**config.mk**
```make
export PLATFORM = sky130hd
export DESIGN_NAME = buckmode_ctrl
export DESIGN_NICKNAME = d
export VERILOG_FILES = /design/src/rtl/buckmode_pkg.sv /design/src/rtl/buckmode_sync.sv /design/src/rtl/buckmode_steptimer.sv /design/src/rtl/buckmode_fsm.sv /design/src/rtl/buckmode_ctrl.sv
export SDC_FILE = /design/constraint.sdc
export NUM_CORES = 1
export LEC_CHECK = 0
export BUFFER_PORTS_ARGS = -buffer_cell sky130_fd_sc_hd__buf_2
export CAP_MARGIN = 40
export CORE_ASPECT_RATIO = 1.2
export CORE_MARGIN = 2
export CORE_UTILIZATION = 25
export CTS_BUF_LIST = sky130_fd_sc_hd__clkbuf_2 sky130_fd_sc_hd__clkbuf_4 sky130_fd_sc_hd__clkbuf_8
export DETAILED_ROUTE_END_ITERATION = 8
export SYNTH_ARGS = -nofsm -noshare
export SYNTH_HDL_FRONTEND = slang
export SYNTH_SLANG_ARGS = --single-unit
```
**constraint.sdc**
```tcl
create_clock -name clk -period 2.9 [get_ports clk]
set_input_delay 0.435 -clock clk [delete_from_list [all_inputs] [get_ports clk]]
set_output_delay 0.435 -clock clk [all_outputs]
set_load 0.03 [all_outputs]
```
**src/rtl/buckmode_pkg.sv**
```systemverilog
package buckmode_pkg;

    typedef enum logic [2:0] {
        MODE_OFF   = 3'd0,
        MODE_SOFT  = 3'd1,
        MODE_PWM   = 3'd2,
        MODE_PFM   = 3'd3,
        MODE_SLEEP = 3'd4
    } mode_e;

    localparam int SOFT_STEPS = 3;
    localparam int STEP_IDX_W = $clog2(SOFT_STEPS);
    localparam int LIM_W      = 3;
    localparam logic [LIM_W-1:0] LIM_NONE = 3'd0;
    localparam logic [LIM_W-1:0] LIM_FULL = 3'd4;

    typedef struct packed {
        logic vin_ok;
        logic vin_low;
        logic below_nom;
        logic above_hi;
        logic below_lo;
        logic il_zero;
    } flags_t;

    localparam int FLAG_W = $bits(flags_t);

    // Mode decision; brown-out is tested first so it outranks every other path.
    function automatic mode_e pick_mode(mode_e cur, flags_t f, logic ramp_done);
        mode_e nxt;
        nxt = cur;
        if (f.vin_low) begin
            nxt = MODE_OFF;
        end else begin
            unique case (cur)
                MODE_OFF:   if (f.vin_ok && f.below_nom) nxt = MODE_SOFT;
                MODE_SOFT:  if (ramp_done || !f.below_nom) nxt = MODE_PWM;
                MODE_PWM:   if (f.il_zero) nxt = MODE_PFM;
                MODE_PFM: begin
                    if (f.below_nom)     nxt = MODE_PWM;
                    else if (f.above_hi) nxt = MODE_SLEEP;
                end
                MODE_SLEEP: begin
                    if (f.below_nom)     nxt = MODE_PWM;
                    else if (f.below_lo) nxt = MODE_PFM;
                end
                default:    nxt = MODE_OFF;
            endcase
        end
        return nxt;
    endfunction

    function automatic logic [LIM_W-1:0] soft_limit(logic [STEP_IDX_W-1:0] step);
        return LIM_W'(step) + LIM_W'(1);
    endfunction

endpackage

```
**src/rtl/buckmode_sync.sv**
```systemverilog
module buckmode_sync #(
    parameter int WIDTH  = 6,
    parameter int STAGES = 2
) (
    input  logic             clk,
    input  logic             rst,
    input  logic [WIDTH-1:0] d_i,
    output logic [WIDTH-1:0] q_o
);
    logic [WIDTH-1:0] stage_q [STAGES];

    for (genvar i = 0; i < STAGES; i++) begin : g_stage
        if (i == 0) begin : g_first
            always_ff @(posedge clk) begin
                if (rst) stage_q[i] <= '0;
                else     stage_q[i] <= d_i;
            end
        end else begin : g_rest
            always_ff @(posedge clk) begin
                if (rst) stage_q[i] <= '0;
                else     stage_q[i] <= stage_q[i-1];
            end
        end
    end

    assign q_o = stage_q[STAGES-1];
endmodule

```
**src/rtl/buckmode_steptimer.sv**
```systemverilog
module buckmode_steptimer
    import buckmode_pkg::*;
#(
    parameter int STEP_CYC = 31250
) (
    input  logic                  clk,
    input  logic                  rst,
    input  logic                  run_i,
    output logic [STEP_IDX_W-1:0] step_o,
    output logic                  done_o
);
    localparam int CNT_W = (STEP_CYC > 1) ? $clog2(STEP_CYC) : 1;
    localparam logic [CNT_W-1:0] CNT_LAST = CNT_W'(STEP_CYC - 1);
    localparam logic [STEP_IDX_W-1:0] STEP_LAST = STEP_IDX_W'(SOFT_STEPS - 1);

    logic [CNT_W-1:0]      cnt_q;
    logic [STEP_IDX_W-1:0] step_q;
    logic                  at_end;

    assign at_end = (cnt_q == CNT_LAST);

    // Held cleared outside soft-start, so each entry starts from step 0.
    always_ff @(posedge clk) begin
        if (rst || !run_i) begin
            cnt_q  <= '0;
            step_q <= '0;
        end else if (at_end) begin
            cnt_q <= '0;
            if (step_q != STEP_LAST) step_q <= step_q + 1'b1;
        end else begin
            cnt_q <= cnt_q + 1'b1;
        end
    end

    assign step_o = step_q;
    assign done_o = run_i && at_end && (step_q == STEP_LAST);
endmodule

```
**src/rtl/buckmode_fsm.sv**
```systemverilog
module buckmode_fsm
    import buckmode_pkg::*;
(
    input  logic   clk,
    input  logic   rst,
    input  flags_t flags_i,
    input  logic   ramp_done_i,
    output mode_e  mode_o
);
    mode_e mode_q;

    always_ff @(posedge clk) begin
        if (rst) mode_q <= MODE_OFF;
        else     mode_q <= pick_mode(mode_q, flags_i, ramp_done_i);
    end

    assign mode_o = mode_q;
endmodule

```
**src/rtl/buckmode_ctrl.sv**
```systemverilog
module buckmode_ctrl
    import buckmode_pkg::*;
#(
    parameter int CLK_KHZ     = 125000,
    parameter int STEP_US     = 250,
    parameter int SYNC_STAGES = 2
) (
    input  logic       clk,
    input  logic       rst,
    input  logic       vin_ok_i,
    input  logic       vin_low_i,
    input  logic       vout_below_nom_i,
    input  logic       vout_above_hi_i,
    input  logic       vout_below_lo_i,
    input  logic       il_zero_i,
    output logic [2:0] mode_o,
    output logic [2:0] ilim_o,
    output logic       sleep_o,
    output logic       gate_en_o
);
    localparam int STEP_CYC = (CLK_KHZ * STEP_US) / 1000;

    flags_t                raw_flags;
    flags_t                syn_flags;
    logic [FLAG_W-1:0]     syn_bits;
    mode_e                 mode;
    logic [STEP_IDX_W-1:0] step;
    logic                  ramp_done;

    always_comb begin
        raw_flags.vin_ok    = vin_ok_i;
        raw_flags.vin_low   = vin_low_i;
        raw_flags.below_nom = vout_below_nom_i;
        raw_flags.above_hi  = vout_above_hi_i;
        raw_flags.below_lo  = vout_below_lo_i;
        raw_flags.il_zero   = il_zero_i;
    end

    buckmode_sync #(.WIDTH(FLAG_W), .STAGES(SYNC_STAGES)) u_sync (
        .clk (clk),
        .rst (rst),
        .d_i (raw_flags),
        .q_o (syn_bits)
    );
    assign syn_flags = flags_t'(syn_bits);

    buckmode_steptimer #(.STEP_CYC(STEP_CYC)) u_timer (
        .clk    (clk),
        .rst    (rst),
        .run_i  (mode == MODE_SOFT),
        .step_o (step),
        .done_o (ramp_done)
    );

    buckmode_fsm u_fsm (
        .clk         (clk),
        .rst         (rst),
        .flags_i     (syn_flags),
        .ramp_done_i (ramp_done),
        .mode_o      (mode)
    );

    always_comb begin
        mode_o    = mode;
        sleep_o   = 1'b0;
        gate_en_o = 1'b1;
        ilim_o    = LIM_FULL;
        unique case (mode)
            MODE_OFF: begin
                gate_en_o = 1'b0;
                ilim_o    = LIM_NONE;
            end
            MODE_SOFT:  ilim_o = soft_limit(step);
            MODE_SLEEP: begin
                gate_en_o = 1'b0;
                sleep_o   = 1'b1;
            end
            default: ;
        endcase
    end
endmodule

```
**After elaboration in Yosys (flattened, before gate mapping)**

Memory sizes are Yosys's and may differ from the RTL's.
Index checks and enable logic that the tools add are counted.

- Multiplexer cells: 16
- Bitwise logic cells: 2
- Reductions and logical operators: 13
- Magnitude comparators: 0
- Shifts and indexed selects: 0
- Equal/unequal tests: 12
- Add/subtract/negate cells: 3
- Div/mod/pow operators: 0
- $mul: 0

Operator list:

| operator | count |
|---|---|
| $mux 3 | 7 |
| $add 15x1->15 const B | 1 |
| $eq 15x15->1 const B | 1 |
| $pmux 3 s5 | 1 |
| $mux 6 | 2 |
| $eq 3x2->1 const B | 2 |
| $ne 3x2->1 const B | 2 |
| $pmux 3 s2 | 1 |
| $reduce_or 2->1 | 3 |
| $mux 1 | 5 |
| $reduce_and 5->1 | 1 |
| $ne 2x1->1 const B | 2 |
| $ne 2x2->1 const B | 2 |
| $add 2x1->3 const B | 1 |
| $eq 3x1->1 const B | 1 |
| $eq 3x3->1 const B | 1 |
| $logic_and 1x1->1 | 3 |
| $logic_not 3->1 | 1 |
| $add 2x1->2 const B | 1 |
| $eq 2x2->1 const B | 1 |
| $logic_not 1->1 | 2 |
| $logic_or 1x1->1 | 2 |
| $or 1x1->1 | 2 |
| $reduce_and 2->1 | 1 |

- Memory bits (read-only): 0
- Input bits: 8
- Output and inout bits: 8
- Latch bits: 0
- Register bits after elaboration: 20
- Logic and storage cells: 50
- Memories kept: 1
- RAM bits: 12

Memory list:

| memory | words | bits a word | read ports | clocked after Yosys merged registers in | write ports | RTL line | source |
|---|---|---|---|---|---|---|---|
| u_sync.stage_q | 2 | 6 | 2 | 0 | 2 | buckmode_sync.sv:10 | `logic [WIDTH-1:0] stage_q [STAGES];` |

**Depth between registers and ports, before layout**

- Depth after elaboration: 6
- Gate-level depth with buffers: 8
- Gate-level depth less buffers: 6

**By module**

Synthesis repeated with hierarchy kept, for this count alone.

- Cell total of the unflattened synthesis: 152
- Area total of the unflattened synthesis: 1500.2 um^2

By module, submodules not included:

| module | cells each | area an instance (um^2) | instances | seq. area each (um^2) |
|---|---|---|---|---|
| buckmode_steptimer | 91 | 818.3 | 1 | 340.3 |
| buckmode_sync | 25 | 366.6 | 1 | 240.2 |
| buckmode_fsm | 29 | 245.2 | 1 | 60.1 |
| buckmode_ctrl | 7 | 70.1 | 1 | 0.0 |

**Least setup slack after synthesis**

Ideal clock, no wire load.

- Kind: flip-flop to output port
- From: register u_fsm.mode_q[0] (netlist: u_fsm.mode_o[0])
- To: output port ilim_o[0]
- Data arrival time: 1.835 ns
- Cell stages (with the launch flop): 3
- Buffers on the path: 1
- Path slack: 0.630 ns
- Data required time: 2.465 ns
- Path through: dfxtp_1 clkbuf_1 nor4b_1

- Cells in the longest elaborated chain, start to end: 2
- Elaborated cells on any way between the ends: 3
- Those cells by class: eq/ne: 1; mux: 1; reduce/logical: 1

RTL lines:

| what | RTL line | source |
|---|---|---|
| from (decl) | buckmode_fsm.sv:10 | `mode_e mode_q;` |
| from (signal assigned) | buckmode_fsm.sv:14 | `else mode_q <= pick_mode(mode_q, flags_i, ramp_done_i);` |
| $eq 3x1->1 or $logic_not 3->1 (tied branches) | buckmode_ctrl.sv:68 | `unique case (mode)` |
| $pmux 3 s2 (*) | buckmode_ctrl.sv:68 |  |
| to (decl) | buckmode_ctrl.sv:17 | `output logic [2:0] ilim_o,` |

Mark *: on every way between the ends. The rest lies on a longest branch, timed or not.

**Worst setup path in the final report**

- From: register u_timer.cnt_q[6]
- To: register u_timer.cnt_q[10]

- Cells in the longest elaborated chain, start to end: 2
- Elaborated cells on any way between the ends: 3
- Those cells by class: add/sub: 1; eq/ne: 1; reduce/logical: 1

RTL lines:

| what | RTL line | source |
|---|---|---|
| from (decl) | buckmode_steptimer.sv:16 | `logic [CNT_W-1:0] cnt_q;` |
| from (signal assigned) | buckmode_steptimer.sv:31 | `cnt_q <= cnt_q + 1'b1;` |
| branches (longest 2 deep; another with $add 15x1->15) | - |  |

Parallel ways; which one is timed is not known.
A chain may end at the register's enable or synchronous reset.

==> flow_metrics.env <==
export IMPL_outcome="finished, final reports clean"
export IMPL_finalHoldViolations=0
export IMPL_syn_mean_instance_area_um2=9.04
export IMPL_port_buffers=15
export IMPL_final_period_minus_worst_setup_slack_ps=2140
export IMPL_floorplan_io_pins=16
export IMPL_drt_pass1_iterations=4
export IMPL_synth_largest_type_area_fraction_pct=46.6
export IMPL_drt_vias_per_instance=4.57
export IMPL_power_total_mw=0.908
export IMPL_mappedNetlistArea_um2=1370
export IMPL_number_of_maximum_capacitance_constraint_violations=0
export IMPL_worst_endpoint_arrival_ps=2290
export IMPL_synth_warnings=0
export IMPL_postSynthNetCount=164
export IMPL_timing_critical_path_required_ps=3050
export IMPL_setup_violations=0
export IMPL_fin_skew_ps=6.13
export IMPL_tritoncts_num_sinks=32
export IMPL_setup_tns_final_ps=0
export IMPL_fin_worst_hold_slack_ps=360
export IMPL_ys_top_cells_by_count="sky130_fd_sc_hd__dfxtp_1 (32), sky130_fd_sc_hd__nor2_1 (19), sky130_fd_sc_hd__nand2_1 (12), sky130_fd_sc_hd__nor2b_1 (12), sky130_fd_sc_hd__xnor2_1 (10)"
export IMPL_place_detailed_instances=224
export IMPL_drt_drc_violations_left=0
export IMPL_final_design_area_no_fill_um2=1620
export IMPL_finalWeightedCongestion=0.773
export IMPL_initial_core_util_pct=25.9
export IMPL_detailedRoute_firstIterationViolations=71
export IMPL_worstMarginPinSlew_ps=534
export IMPL_drt_antenna_net_count=0
export IMPL_maximum_vdd_drop_mv=0.199
export IMPL_postLayoutCoreUtil_pct=30.5
export IMPL_antenna_found_initial=0
export IMPL_netlist_cell_type_count=32
export IMPL_worst_setup_slack_after_placement_ps=771
export IMPL_cts_resized=0
export IMPL_vert_die_dim_um=85.2
export IMPL_post_cts_repair_setup_buffers=0
export IMPL_worst_skew_pair_late_latency_ps=280
export IMPL_h_tree_lvl_count=2
export IMPL_maxSlewHeadroom_pct=64.1
export IMPL_ys_dominant_reg_cell="sky130_fd_sc_hd__dfxtp_1"
export IMPL_asyncSetResetFlopFracSynth_pct=0
export IMPL_power_per_cell_area_nw_per_um2=562
export IMPL_total_routed_wirelength_mm=2.37
export IMPL_global_route_usage_total_pct=8.86
export IMPL_min_period_over_period_pct=73.8
export IMPL_cts_tree="yes"
export IMPL_fp_coreArea_um2=5300
export IMPL_achievable_frequency_ghz=0.467
export IMPL_dpl_hpwl_mm=1.68
export IMPL_rsz0062_at_grt="no"
export IMPL_drive_above_1_share_pct=17.1
export IMPL_yosys_register_bits=32
export IMPL_via_count=1061
export IMPL_setup_ws_ps=759
export IMPL_fin_nets=181
export IMPL_worstSetupStartpointType="register"
export IMPL_grt_overflow_total=0
export IMPL_yosysMostFrequentCell="sky130_fd_sc_hd__dfxtp_1"
export IMPL_cts_reportedPaths_clkPinSlew_ps=70
export IMPL_tritoncts_num_buffers=5
export IMPL_post_dp_cell_area_um2=1510
export IMPL_clk_path_buf_depth=2
export IMPL_synthesis_instances=152
export IMPL_global_route_wire_length_before_repair_mm=4.24
export IMPL_grt_max_degree=17
export IMPL_ys_seq_area_share_pct=46.6
export IMPL_insertedDiodeCount=0
export IMPL_drt_wirelength_per_cell_um=10.2
export IMPL_area_delta_synth_final_pct=17.7
export IMPL_clock_root_buffer="sky130_fd_sc_hd__clkbuf_8"
export IMPL_floorplan_rows=29
export IMPL_chipWidth_um=71.7
export IMPL_cts_hold_buf=0
export IMPL_worstPathMaxFanout=15
export IMPL_synth_largest_area_cell="sky130_fd_sc_hd__dfxtp_1"
export IMPL_netlist_top_cells_area="sky130_fd_sc_hd__dfxtp_1 (47%), sky130_fd_sc_hd__xnor2_1 (6.4%), sky130_fd_sc_hd__nor2b_1 (5.5%)"
export IMPL_synth_edff_count=0
export IMPL_leak_pwr_nw=0.562
export IMPL_design_die_area_um2=6110
export IMPL_crit_type="register to register"
export IMPL_first_global_vias=1013
export IMPL_timing_max_transition_violations_final=0
export IMPL_final_cells=232
export IMPL_crit_path_end_kind="register"
export IMPL_hold_path_class="input pin to register"
[logic make-up (layout without fill, tap and decap cells)]
kind of cell	count (synthesis)	count (layout)	share of synthesized area [%]
multiplexers	2	2	1.46
AO/OA/AOI/OAI	14	14	6.56
buffers and inverters	11	29	3.19
XOR/XNOR	12	12	7.65
flip-flops	32	32	46.6
adder cells (fa/ha/maj)	4	4	3.64
AND/OR/NAND/NOR	77	77	30.9
[report_power, final]
part / switching (mW) / leakage, nW / total [mW] / internal [mW]
Combinational: 0.0201 / 0.247 / 0.0372 / 0.0171
Sequential: 0.00550 / 0.260 / 0.454 / 0.449
Clock: 0.163 / 0.0541 / 0.417 / 0.254
Total: 0.189 / 0.562 / 0.908 / 0.720
[per-layer routing]
layer	GRT usage, %	routed length, um	vias to the layer above
li1	-	-	561
met1	9.88	1060	476
met2	14.4	1160	17
met3	2.85	84	7
met4	5.66	71	0
met5	0	0	-
[placed cells by master, fill, tap and decap left out, types with 2 or more instances in the layout]
cell                       instances
sky130_fd_sc_hd__inv_1             6
sky130_fd_sc_hd__nand3_1           6
sky130_fd_sc_hd__a21oi_1           5
sky130_fd_sc_hd__nor4_1            5
sky130_fd_sc_hd__nand3b_1          3
sky130_fd_sc_hd__ha_1              4
sky130_fd_sc_hd__nor3_1            2
sky130_fd_sc_hd__nor2b_1          12
sky130_fd_sc_hd__or2_2             3
sky130_fd_sc_hd__mux2i_1           2
sky130_fd_sc_hd__buf_2            15
sky130_fd_sc_hd__o21ai_0           3
sky130_fd_sc_hd__nand2_1          12
sky130_fd_sc_hd__xor2_1            2
sky130_fd_sc_hd__nand4_1           2
sky130_fd_sc_hd__or3_1             4
sky130_fd_sc_hd__nor2_1           19
sky130_fd_sc_hd__clkbuf_8          5
sky130_fd_sc_hd__xnor2_1          10
sky130_fd_sc_hd__or4bb_1           2
sky130_fd_sc_hd__or4_1             3
sky130_fd_sc_hd__dfxtp_1          32
[critical path, cell delays in order (launching register included)]
cell and delay, ps:
sky130_fd_sc_hd__dfxtp_1 340, sky130_fd_sc_hd__or4_1 540, sky130_fd_sc_hd__nor4_1 530, sky130_fd_sc_hd__or3_1 500, sky130_fd_sc_hd__nor2_1 100
[worst paths after layout]
kind	slack, ps	depth (start not counted)	to	start
setup reg to reg	760	4	u_timer.cnt_q[10]	u_timer.cnt_q[6]
hold reg to reg	440	1	u_sync.stage_q[1][1]	u_sync.stage_q[0][1]
hold / removal	360	2	u_sync.stage_q[0][1]	vout_below_lo_i
setup / recovery	760	4	u_timer.cnt_q[10]	u_timer.cnt_q[6]
[cell type report]
class	instances	area, um^2
fillers	547	3680
clock buffers	5	68.8
repair buffers	15	75.1
multi-input cells	109	689
clock inverters	3	42.5
well taps	62	77.6
inverters	6	22.5
flip-flops and latches	32	641
[flip-flops by register name, indices dropped and copies added, names as in the netlist]
signal and flops:
u_timer.cnt_q 15, u_sync.stage_q 12, u_fsm.mode_o 3, u_timer.step_o 2
Power figures use the tool's default switching activity.
